[src/rtl/scl_timing_pkg.sv]
package scl_timing_pkg;
    localparam int FIELD_W = 16;
    localparam int WORD_W  = 2 * FIELD_W;

    typedef enum logic [2:0] {
        PH_IDLE    = 3'd0,
        PH_LEADIN  = 3'd1,
        PH_LOW     = 3'd2,
        PH_HIGH    = 3'd3,
        PH_PARK    = 3'd4,
        PH_STOPHI  = 3'd5,
        PH_BUSFREE = 3'd6
    } phase_e;

    typedef struct packed {
        logic [FIELD_W-1:0] hi_cnt;
        logic [FIELD_W-1:0] rx_off;
        logic [FIELD_W-1:0] lo_cnt;
        logic [FIELD_W-1:0] tx_off;
        logic [FIELD_W-1:0] free_cnt;
        logic [FIELD_W-1:0] lead_cnt;
    } timing_s;
endpackage

[src/rtl/scl_timing_shadow.sv]
module scl_timing_shadow
    import scl_timing_pkg::*;
#(
    parameter int               SIG_W  = 10,
    parameter logic [WORD_W-1:0] W2_RST = 32'h0030_0030
) (
    input  logic              clk,
    input  logic              rst_n,
    input  logic              capture,
    input  logic [WORD_W-1:0] word0,
    input  logic [WORD_W-1:0] word1,
    input  logic [WORD_W-1:0] word2,
    output timing_s           cfg
);
    localparam int NWORDS = 3;
    localparam logic [FIELD_W-1:0] SIG_MASK = FIELD_W'((1 << SIG_W) - 1);

    logic [WORD_W-1:0] in_w [NWORDS];
    assign in_w[0] = word0;
    assign in_w[1] = word1;
    assign in_w[2] = word2;

    for (genvar g = 0; g < NWORDS; g++) begin : g_word
        localparam logic [WORD_W-1:0] RST_V = (g == 2) ? W2_RST : '0;
        logic [WORD_W-1:0] q;
        always_ff @(posedge clk or negedge rst_n) begin
            if (!rst_n)       q <= RST_V;
            else if (capture) q <= in_w[g];
        end
    end

    always_comb begin
        cfg.hi_cnt   = g_word[0].q[WORD_W-1 -: FIELD_W] & SIG_MASK;
        cfg.rx_off   = g_word[0].q[FIELD_W-1:0];
        cfg.lo_cnt   = g_word[1].q[WORD_W-1 -: FIELD_W] & SIG_MASK;
        cfg.tx_off   = g_word[1].q[FIELD_W-1:0];
        cfg.free_cnt = g_word[2].q[WORD_W-1 -: FIELD_W];
        cfg.lead_cnt = g_word[2].q[FIELD_W-1:0];
    end
endmodule

[src/rtl/scl_phase_counter.sv]
module scl_phase_counter #(
    parameter int CNT_W = 16
) (
    input  logic           clk,
    input  logic           rst_n,
    input  logic           clr,
    input  logic [CNT_W:0] dur,
    output logic [CNT_W-1:0] cnt,
    output logic           last
);
    always_ff @(posedge clk or negedge rst_n) begin
        if (!rst_n)   cnt <= '0;
        else if (clr) cnt <= '0;
        else          cnt <= cnt + 1'b1;
    end

    assign last = ({1'b0, cnt} == dur - (CNT_W+1)'(1));
endmodule

[src/rtl/scl_phase_fsm.sv]
module scl_phase_fsm
    import scl_timing_pkg::*;
#(
    parameter int HI_EXTRA = 7,
    parameter int LO_EXTRA = 2
) (
    input  logic               clk,
    input  logic               rst_n,
    input  logic               start_req,
    input  logic               stop_req,
    input  logic               bit_adv,
    input  timing_s            cfg,
    input  logic [FIELD_W-1:0] cnt,
    input  logic               last,
    output phase_e             state,
    output logic               cnt_clr,
    output logic [FIELD_W:0]   dur,
    output logic               capture,
    output logic               scl,
    output logic               sample_stb,
    output logic               drive_stb,
    output logic               busy
);
    localparam int DUR_W = FIELD_W + 1;

    phase_e state_nx;

    always_ff @(posedge clk or negedge rst_n) begin
        if (!rst_n) state <= PH_BUSFREE;
        else        state <= state_nx;
    end

    always_comb begin
        state_nx = state;
        unique case (state)
            PH_IDLE:    if (start_req) state_nx = PH_LEADIN;
            PH_LEADIN:  if (last)      state_nx = PH_LOW;
            PH_LOW:     if (last)      state_nx = PH_HIGH;
            PH_HIGH:    if (last)      state_nx = bit_adv ? PH_LOW : PH_PARK;
            PH_PARK: begin
                if (stop_req)     state_nx = PH_STOPHI;
                else if (bit_adv) state_nx = PH_LOW;
            end
            PH_STOPHI:  if (last)      state_nx = PH_BUSFREE;
            PH_BUSFREE: if (last)      state_nx = PH_IDLE;
            default:                   state_nx = PH_BUSFREE;
        endcase
    end

    assign cnt_clr = (state_nx != state);
    assign capture = (state == PH_IDLE) && start_req;

    always_comb begin
        dur = DUR_W'(1);
        unique case (state)
            PH_LEADIN:  dur = (cfg.lead_cnt == '0) ? DUR_W'(1) : DUR_W'(cfg.lead_cnt);
            PH_LOW:     dur = DUR_W'(cfg.lo_cnt) + DUR_W'(LO_EXTRA);
            PH_HIGH,
            PH_STOPHI:  dur = DUR_W'(cfg.hi_cnt) + DUR_W'(HI_EXTRA);
            PH_BUSFREE: dur = (cfg.free_cnt == '0) ? DUR_W'(1) : DUR_W'(cfg.free_cnt);
            default:    dur = DUR_W'(1);
        endcase
    end

    always_comb begin
        scl        = 1'b1;
        sample_stb = 1'b0;
        drive_stb  = 1'b0;
        busy       = 1'b0;
        unique case (state)
            PH_LOW: begin
                scl       = 1'b0;
                drive_stb = (cnt == cfg.tx_off);
            end
            PH_PARK:    scl = 1'b0;
            PH_HIGH:    sample_stb = (cnt == cfg.rx_off);
            PH_BUSFREE: busy = 1'b1;
            default: ;
        endcase
    end


    start_accept_chk: assert property (@(posedge clk) disable iff (!rst_n)
        (state == PH_IDLE && start_req) |=> (state == PH_LEADIN));


    stop_priority_chk: assert property (@(posedge clk) disable iff (!rst_n)
        (state == PH_PARK && stop_req) |=> (state == PH_STOPHI));


    busy_hold_chk: assert property (@(posedge clk) disable iff (!rst_n)
        (state == PH_BUSFREE && !last) |=> (state == PH_BUSFREE));


    high_bound_chk: assert property (@(posedge clk) disable iff (!rst_n)
        (state == PH_HIGH) |-> ({1'b0, cnt} < dur));


    sample_single_chk: assert property (@(posedge clk) disable iff (!rst_n)
        sample_stb |=> !sample_stb);
endmodule

[src/rtl/scl_timing_gen.sv]
module scl_timing_gen
    import scl_timing_pkg::*;
#(
    parameter int               SIG_W    = 10,
    parameter int               HI_EXTRA = 7,
    parameter int               LO_EXTRA = 2,
    parameter logic [WORD_W-1:0] W2_RST  = 32'h0030_0030
) (
    input  logic              clk,
    input  logic              rst_n,
    input  logic [WORD_W-1:0] cfg_word0,
    input  logic [WORD_W-1:0] cfg_word1,
    input  logic [WORD_W-1:0] cfg_word2,
    input  logic              start_req,
    input  logic              stop_req,
    input  logic              bit_adv,
    output logic              scl_o,
    output logic              sample_stb,
    output logic              drive_stb,
    output logic              busy_o,
    output logic [2:0]        phase_o
);
    timing_s            cfg;
    phase_e             phase;
    logic               capture;
    logic               cnt_clr;
    logic               last;
    logic [FIELD_W:0]   dur;
    logic [FIELD_W-1:0] cnt;

    scl_timing_shadow #(
        .SIG_W  (SIG_W),
        .W2_RST (W2_RST)
    ) u_shadow (
        .clk     (clk),
        .rst_n   (rst_n),
        .capture (capture),
        .word0   (cfg_word0),
        .word1   (cfg_word1),
        .word2   (cfg_word2),
        .cfg     (cfg)
    );

    scl_phase_counter #(
        .CNT_W (FIELD_W)
    ) u_counter (
        .clk   (clk),
        .rst_n (rst_n),
        .clr   (cnt_clr),
        .dur   (dur),
        .cnt   (cnt),
        .last  (last)
    );

    scl_phase_fsm #(
        .HI_EXTRA (HI_EXTRA),
        .LO_EXTRA (LO_EXTRA)
    ) u_fsm (
        .clk        (clk),
        .rst_n      (rst_n),
        .start_req  (start_req),
        .stop_req   (stop_req),
        .bit_adv    (bit_adv),
        .cfg        (cfg),
        .cnt        (cnt),
        .last       (last),
        .state      (phase),
        .cnt_clr    (cnt_clr),
        .dur        (dur),
        .capture    (capture),
        .scl        (scl_o),
        .sample_stb (sample_stb),
        .drive_stb  (drive_stb),
        .busy       (busy_o)
    );

    assign phase_o = 3'(phase);


    cfg_frozen_chk: assert property (@(posedge clk) disable iff (!rst_n)
        (phase != PH_IDLE) |=> $stable(cfg));
endmodule

[config.mk]
export PLATFORM = sky130hd
export DESIGN_NAME = scl_timing_gen
export DESIGN_NICKNAME = d
export VERILOG_FILES = /design/src/rtl/scl_timing_pkg.sv /design/src/rtl/scl_timing_shadow.sv /design/src/rtl/scl_phase_counter.sv /design/src/rtl/scl_phase_fsm.sv /design/src/rtl/scl_timing_gen.sv
export SDC_FILE = /design/constraint.sdc
export NUM_CORES = 1
export LEC_CHECK = 0
export ABC_CLOCK_PERIOD_IN_PS = 3970
export BUFFER_PORTS_ARGS = -buffer_cell sky130_fd_sc_hd__clkbuf_2
export CAP_MARGIN = 20
export CELL_PAD_IN_SITES_DETAIL_PLACEMENT = 2
export CELL_PAD_IN_SITES_GLOBAL_PLACEMENT = 2
export CORE_AREA = 2 2 138 140
export CTS_CLUSTER_SIZE = 40
export DETAILED_ROUTE_END_ITERATION = 8
export DIE_AREA = 0 0 140 142
export PLACE_DENSITY = 0.77
export SKIP_CTS_REPAIR_TIMING = 1
export SYNTH_ARGS = -nofsm -noshare
export SYNTH_HDL_FRONTEND = slang
export SYNTH_SLANG_ARGS = --single-unit
[constraint.sdc]
create_clock -name clk -period 3.97 [get_ports clk]
set_clock_uncertainty 0.1 [all_clocks]
set_input_delay 0.397 -clock clk [delete_from_list [all_inputs] [get_ports clk]]
set_output_delay 0.397 -clock clk [all_outputs]
set_load 0.01 [all_outputs]
==> impl_metrics.env, run 1 <==
export IMPL_cts_max_level=3
export IMPL_r2r_setup_slack_ns=-0.24
export IMPL_synth_top_cell_area_share=0.407
export IMPL_max_cap_viol_count=0
export IMPL_ys_top_cells_by_area="dfrtp_1, mux2_2, xor2_1"
export IMPL_grt_max_degree=71
export IMPL_timing_fmax_ghz=0.238
export IMPL_synth_area_leader_cell="dfrtp_1"
export IMPL_grt_busiest_layer="met2"
export IMPL_final_antenna_net_count=0
export IMPL_synth_edff_count=0
export IMPL_die_h_um=142
export IMPL_crit_arrival_ns=4.37
export IMPL_crit_path_start="u_fsm.state[2]"
export IMPL_clock_path_buffers=2
export IMPL_syn_inst=549
export IMPL_dr_total_vias=4985
export IMPL_synthAdderAreaFrac=0.00840
export IMPL_violations="design-rule violations, negative setup slack"
export IMPL_row_count=50
export IMPL_finalMaxSlewViolations=0
export IMPL_grt_total_usage=0.203
export IMPL_netlist_area_um2=5960
export IMPL_hp_class="primary input to asynchronous set/reset pin"
export IMPL_finalWorstSetupSlack_ns=-0.235
export IMPL_yosysSeqAreaShare=0.434
export IMPL_nets=779
export IMPL_area_growth_pct=24.9
export IMPL_antenna_found_initial=0
export IMPL_synth_nets=654
export IMPL_cts_buffers=9
export IMPL_ios=108
export IMPL_synth_simple_area_share=0.153
export IMPL_grt_pass1_vias=5558
export IMPL_start_util=0.323
export IMPL_status="complete, but fails checks"
export IMPL_irDropWorstVdd_mv=0.211
export IMPL_ys_flop_type="dfrtp_1"
export IMPL_synthArstFlopShare=1.00
export IMPL_overflow=0
export IMPL_yosysMostFrequentCell="dfrtp_1"
export IMPL_root_buffer="clkbuf_16"
export IMPL_n_fill_cell=1927
export IMPL_clkLatencyLatePin_ns=0.36
export IMPL_path_class="flip-flop to flip-flop"
export IMPL_synth_compound_area_frac=0.104
export IMPL_period_share=1.06
export IMPL_hpwl_um=14800
export IMPL_power_per_cell_area_nw_per_um2=407
export IMPL_numPortBuffers=95
export IMPL_wl_per_cell_um=22.5
export IMPL_synth_xor_area_frac=0.114
export IMPL_fin_crit_ns=4.21
export IMPL_wirelength_um=20500
export IMPL_use_met1=0.253
export IMPL_critPathLaunchType="flip-flop"
export IMPL_required_ns=4.14
export IMPL_r2r_start="u_fsm.state[2]"
export IMPL_clkTransAtPathRegs_ns=0.08
export IMPL_drt_iter0_drc=247
export IMPL_path_max_fanout=16
export IMPL_endpoint="u_fsm.state[2]"
export IMPL_ys_ff_latch=103
export IMPL_coreArea_um2=18500
export IMPL_cts_tree="yes"
export IMPL_drt_pass1_iter_count=8
export IMPL_ys_types=72
export IMPL_grt_pass1_wl_um=31200
export IMPL_drc=6
export IMPL_setup_violations=17
export IMPL_r2r_cells=14
export IMPL_die_w_um=140
export IMPL_synth_top_family_by_area="multiplexers"
export IMPL_p_leak_nw=3.34
export IMPL_max_slew_margin_rel=0.393
export IMPL_critPathCaptureType="flip-flop"
export IMPL_dp_slack_ns=-0.297
export IMPL_rsz0062_at_grt="yes"
export IMPL_hold_viol_final=0
export IMPL_num_antenna_cells=0
export IMPL_die_area_um2=19900
export IMPL_synthTopCellsByCount="dfrtp_1, mux2_2, xor2_1"
export IMPL_vias_per_cell=5.46
export IMPL_gp_congestion=0.878
export IMPL_r2r_end="u_fsm.state[2]"
export IMPL_drive_gt1_frac=0.424
export IMPL_yosys_mux_area_fraction=0.155
export IMPL_worst_hold_slack_ns=0.0456
export IMPL_grt_use_met2=0.362
export IMPL_synth_area_per_cell_um2=10.9
export IMPL_tightest_slew_ns=0.910
export IMPL_grt_use_met3=0.0320
export IMPL_synth_warnings=0
export IMPL_clock_sinks=103
## cell families after synthesis
kind of cell / after synthesis
flip-flops: 103
AND/OR/NAND/NOR: 158
buffers and inverters: 43
AO/OA/AOI/OAI: 83
XOR/XNOR: 76
adder cells (fa/ha/maj): 4
multiplexers: 82
## where the power goes
part           switching (W)  internal, W  leakage, nW
Clock               0.000419     0.000496        0.141
Sequential          0.000253      0.00115         1.29
Combinational       0.000347     0.000367         1.91
## cell type report
type,count,area [um2],share of cell area
well taps,234,293,0.0393
flip-flops and latches,103,2580,0.347
clock buffers,11,233,0.0313
clock inverters,5,63.8,0.00857
inverters,9,36.3,0.00487
multi-input cells,403,3320,0.446
repair buffers,148,912,0.123
## metal layers
metal  routed length, um  vias to the layer above
li1                    -                     2261
met2               10600                      118
met3                 801                       23
met4                 333                        0
met1                8810                     2583
met5                   0                        -
## worst min-delay path by stage
stage | start | endpoint | slack, ns | cells after the start
after global routing | rst_n | u_shadow.g_word[2].q[23] | 0.12 | 1
after detailed placement | u_shadow.g_word[1].q[16] | u_shadow.g_word[1].q[16] | 0.40 | 1
after CTS | rst_n | u_shadow.g_word[2].q[23] | 0.09 | 1
after floorplan | rst_n | u_counter.cnt[0] | 0.001 | 0
after global placement | u_shadow.g_word[1].q[16] | u_shadow.g_word[1].q[16] | 0.40 | 1
final | rst_n | u_shadow.g_word[2].q[23] | 0.05 | 1
## sequential cells by signal (all words and copies together), names as in the netlist
register	cells
u_shadow.g_word.q	84
u_fsm.state	3
u_counter.cnt	16
## stage by stage
step | area [um2] | total power [W] | TNS [ns] | utilization | std cells
6_report | 7450 | 0.00303 | -1.51 | 0.403 | 913
4_1_cts | 7220 | 0.00302 | -6.53 | 0.391 | 902
3_5_place_dp | 6920 | 0.00208 | -4.80 | 0.375 | 886
2_1_floorplan | 5960 | 0.00180 | 0 | - | 549
5_1_grt | 7450 | 0.00318 | -3.58 | 0.403 | 913
3_3_place_gp | 6920 | 0.00202 | -0.294 | 0.375 | 886
## critical path, cell delays in order, from the launching register on
cell and delay [ns]:
dfstp_2 0.43, buf_6 0.15, buf_12 0.12, nand2_4 0.06, inv_4 0.03, buf_6 0.14
a22oi_1 0.39, o221ai_1 0.35, buf_4 0.26, or4b_1 0.50, a211o_1 0.33, a22oi_2 0.22
nand4_2 0.17, or4b_4 0.59, a221oi_4 0.27
## cell usage in the layout (no fill, tap or decap), drive strengths merged, types with 6 or more instances in the layout
| master | instances |
|---|---|
| a21oi | 8 |
| a22oi | 11 |
| buf | 54 |
| clkbuf | 105 |
| dfrtp | 97 |
| dfstp | 6 |
| inv | 11 |
| mux2 | 81 |
| nand2 | 27 |
| nand3 | 18 |
| nand4 | 8 |
| nor2 | 13 |
| nor3 | 28 |
| nor4 | 20 |
| o21ai | 19 |
| or3 | 9 |
| xnor2 | 21 |
| xor2 | 54 |
(Power assumes the default switching activity.)
==> run 2, diff against run 1 <==
- ABC_AREA: unset -> 1
- CORE_AREA: 2 2 138 140 -> 2 2 153 155
- DIE_AREA: 0 0 140 142 -> 0 0 155 157
==> run 2 against run 1 <==
  * Non-clock buffer count fell by 31
  * Sequential share of layout area fell by 2.9 points
  * Clock-buffer cell count rose by 1
  * Via count rose by 21%
  * Area after synthesis rose by 16%
  * Critical endpoint is now u_counter.cnt[11]
  * Synthesized cell count rose by 54%
  * Worst setup slack improved by 0.52 ns
  * Global-route usage fell by 2.0 points
  * Sequential power fell by 25%
  * Largest power group unchanged
  * Power fell by 33%
  * The flow now finishes without violations
==> impl_metrics.env, run 2 <==
export IMPL_status="complete, no violations"
export IMPL_hold_viol_final=0
export IMPL_ys_flop_type="dfrtp_1"
export IMPL_max_stage_delay_ns=0.68
export IMPL_num_antenna_cells=0
export IMPL_synthTopCellsByCount="nand2_1, nor2_1, dfrtp_1"
export IMPL_synth_top_cell_area_share=0.351
export IMPL_fin_crit_ns=3.68
export IMPL_p_clk_frac=0.453
export IMPL_final_common_cell="nand2_1"
export IMPL_path_buf_inv=4
export IMPL_critPathLaunchType="flip-flop"
export IMPL_clock_sinks=103
export IMPL_clock_path_buffers=2
export IMPL_fin_tns_setup_ns=0
export IMPL_drt_iter0_drc=186
export IMPL_die_area_um2=24300
export IMPL_nets=1056
export IMPL_hp_class="primary input to asynchronous set/reset pin"
export IMPL_coreArea_um2=22500
export IMPL_numPortBuffers=95
export IMPL_cts_tree="yes"
export IMPL_synth_area_leader_cell="dfrtp_1"
export IMPL_yosysSeqAreaShare=0.374
export IMPL_largest_register="u_shadow.g_word.q"
export IMPL_switchingPower_w=0.000451
export IMPL_grt_pass1_vias=6527
export IMPL_root_buffer="clkbuf_16"
export IMPL_grt_pass1_wl_um=35000
export IMPL_pwr_share_seq=0.513
export IMPL_hpwl_um=17300
export IMPL_cts_max_level=3
export IMPL_setup_violations=0
export IMPL_wl_per_cell_um=17.5
export IMPL_timing_fmax_ghz=0.271
export IMPL_combPwrFrac=0.034
export IMPL_overflow=0
export IMPL_row_count=55
export IMPL_p_leak_nw=4.34
export IMPL_worst_hold_slack_ns=0.0516
export IMPL_largestRegisters="u_shadow.g_word.q: 84 flops, u_counter.cnt: 16 flops, u_fsm.state: 3 flops"
export IMPL_max_slew_margin_rel=0.392
export IMPL_layout_common_cells="nand2_1, nor2_1, dfrtp_1"
export IMPL_cts_buffers=9
export IMPL_synth_edff_count=0
export IMPL_synthArstFlopShare=1.00
export IMPL_design_area_um2=8140
export IMPL_drt_pass1_iter_count=4
export IMPL_grt_total_usage=0.183
export IMPL_crit_family="simple AND/OR/NAND/NOR gates"
export IMPL_p_int_w=0.00159
export IMPL_yosysMostFrequentCell="nand2_1"
export IMPL_ys_top_cells_by_area="dfrtp_1, nand2_1, mux2_2"
export IMPL_p_sw_frac=0.221
export IMPL_critPathCaptureType="flip-flop"
export IMPL_wirelength_um=21700
export IMPL_final_antenna_net_count=0
export IMPL_place_area_um2=7750
export IMPL_synth_nets=951
export IMPL_slowest_stage="dfstp_4"
export IMPL_irDropWorstVdd_mv=0.177
export IMPL_path_max_fanout=7
export IMPL_clkLatencyLatePin_ns=0.36
export IMPL_drc=0
export IMPL_crit_arrival_ns=3.82
export IMPL_netlist_area_um2=6910
export IMPL_die_w_um=155
export IMPL_ys_ff_latch=103
export IMPL_drive_gt1_frac=0.316
export IMPL_area_growth_pct=17.7
export IMPL_grt_max_degree=116
export IMPL_syn_inst=846
export IMPL_vias_per_cell=4.85
export IMPL_clkTransAtPathRegs_ns=0.07
export IMPL_ios=108
export IMPL_path_class="flip-flop to flip-flop"
export IMPL_largest_reg_flops=84
export IMPL_start_util=0.307
export IMPL_power_per_cell_area_nw_per_um2=251
export IMPL_required_ns=4.11
export IMPL_tightest_slew_ns=0.912
export IMPL_synth_warnings=0
export IMPL_antenna_found_initial=0
export IMPL_ys_types=43
export IMPL_cp_common_cell="nand2_1"
export IMPL_gp_congestion=0.857
export IMPL_max_cap_viol_count=0
export IMPL_die_h_um=157
export IMPL_period_share=0.928
export IMPL_n_fill_cell=2582
export IMPL_synth_area_per_cell_um2=8.17
export IMPL_finalMaxSlewViolations=0
export IMPL_dr_total_vias=6024
==> run 2: cell type report <==
class	instances	area [um2]	area share
multi-input cells	624	3840	0.472
flip-flops and latches	103	2590	0.318
repair buffers	117	681	0.0836
inverters	96	373	0.0458
well taps	285	357	0.0438
clock buffers	12	246	0.0303
clock inverters	4	52.6	0.00646
==> run 2: final timing paths <==
check,startpoint,to,slack [ns],cells after the start
worst min register to register,u_shadow.g_word[2].q[4],u_shadow.g_word[2].q[4],0.40,2
min in group clk,cfg_word2[21],u_shadow.g_word[2].q[21],0.16,3
worst max-delay path,u_fsm.state[1],u_counter.cnt[11],0.29,27
max in group asynchronous,rst_n,u_fsm.state[2],2.80,2
worst max register to register,u_fsm.state[1],u_counter.cnt[11],0.29,27
worst min-delay path,rst_n,u_shadow.g_word[2].q[1],0.05,1
==> run 2: through the flow <==
stage                util  cells  power, W  setup WS, ns
finish              0.362   1241   0.00204         0.287
global route        0.362   1241   0.00212       -0.0102
CTS                 0.358   1234   0.00207         0.106
detailed placement  0.345   1218   0.00114         0.131
global placement    0.345   1218   0.00114         0.259
floorplan               -    846   0.00107         0.623
==> run 2: per-layer routing <==
layer / wire length [um] / global-route usage / up-vias / part of all wire
li1: - / - / 2943 / -
met1: 10500 / 0.252 / 3005 / 0.48
met2: 10500 / 0.308 / 58 / 0.48
met3: 413 / 0.0193 / 18 / 0.019
met4: 284 / 0.0476 / 0 / 0.013
met5: 0 / 0 / - / 0
==> run 2: power by group through the flow <==
stage | Clock [W] | Sequential [W] | Combinational [W]
2_1_floorplan | 0 | 0.00107 | 0.00000164
3_3_place_gp | 0 | 0.00107 | 0.0000705
3_5_place_dp | 0 | 0.00107 | 0.0000715
4_1_cts | 0.000953 | 0.00105 | 0.0000719
5_1_grt | 0.000989 | 0.00105 | 0.0000785
6_report | 0.000925 | 0.00105 | 0.0000686
==> run 2: cells by family after synthesis <==
family                     Yosys count  share of synthesized area
xor gates and xnor gates            34                     0.0451
muxes                               53                     0.0863
buffers and inverters              119                     0.0764
and+or+nand+nor                    459                      0.340
DFF                                103                      0.374
adders and majority gates            4                    0.00724
AOI/OAI and AO/OA                   74                     0.0706
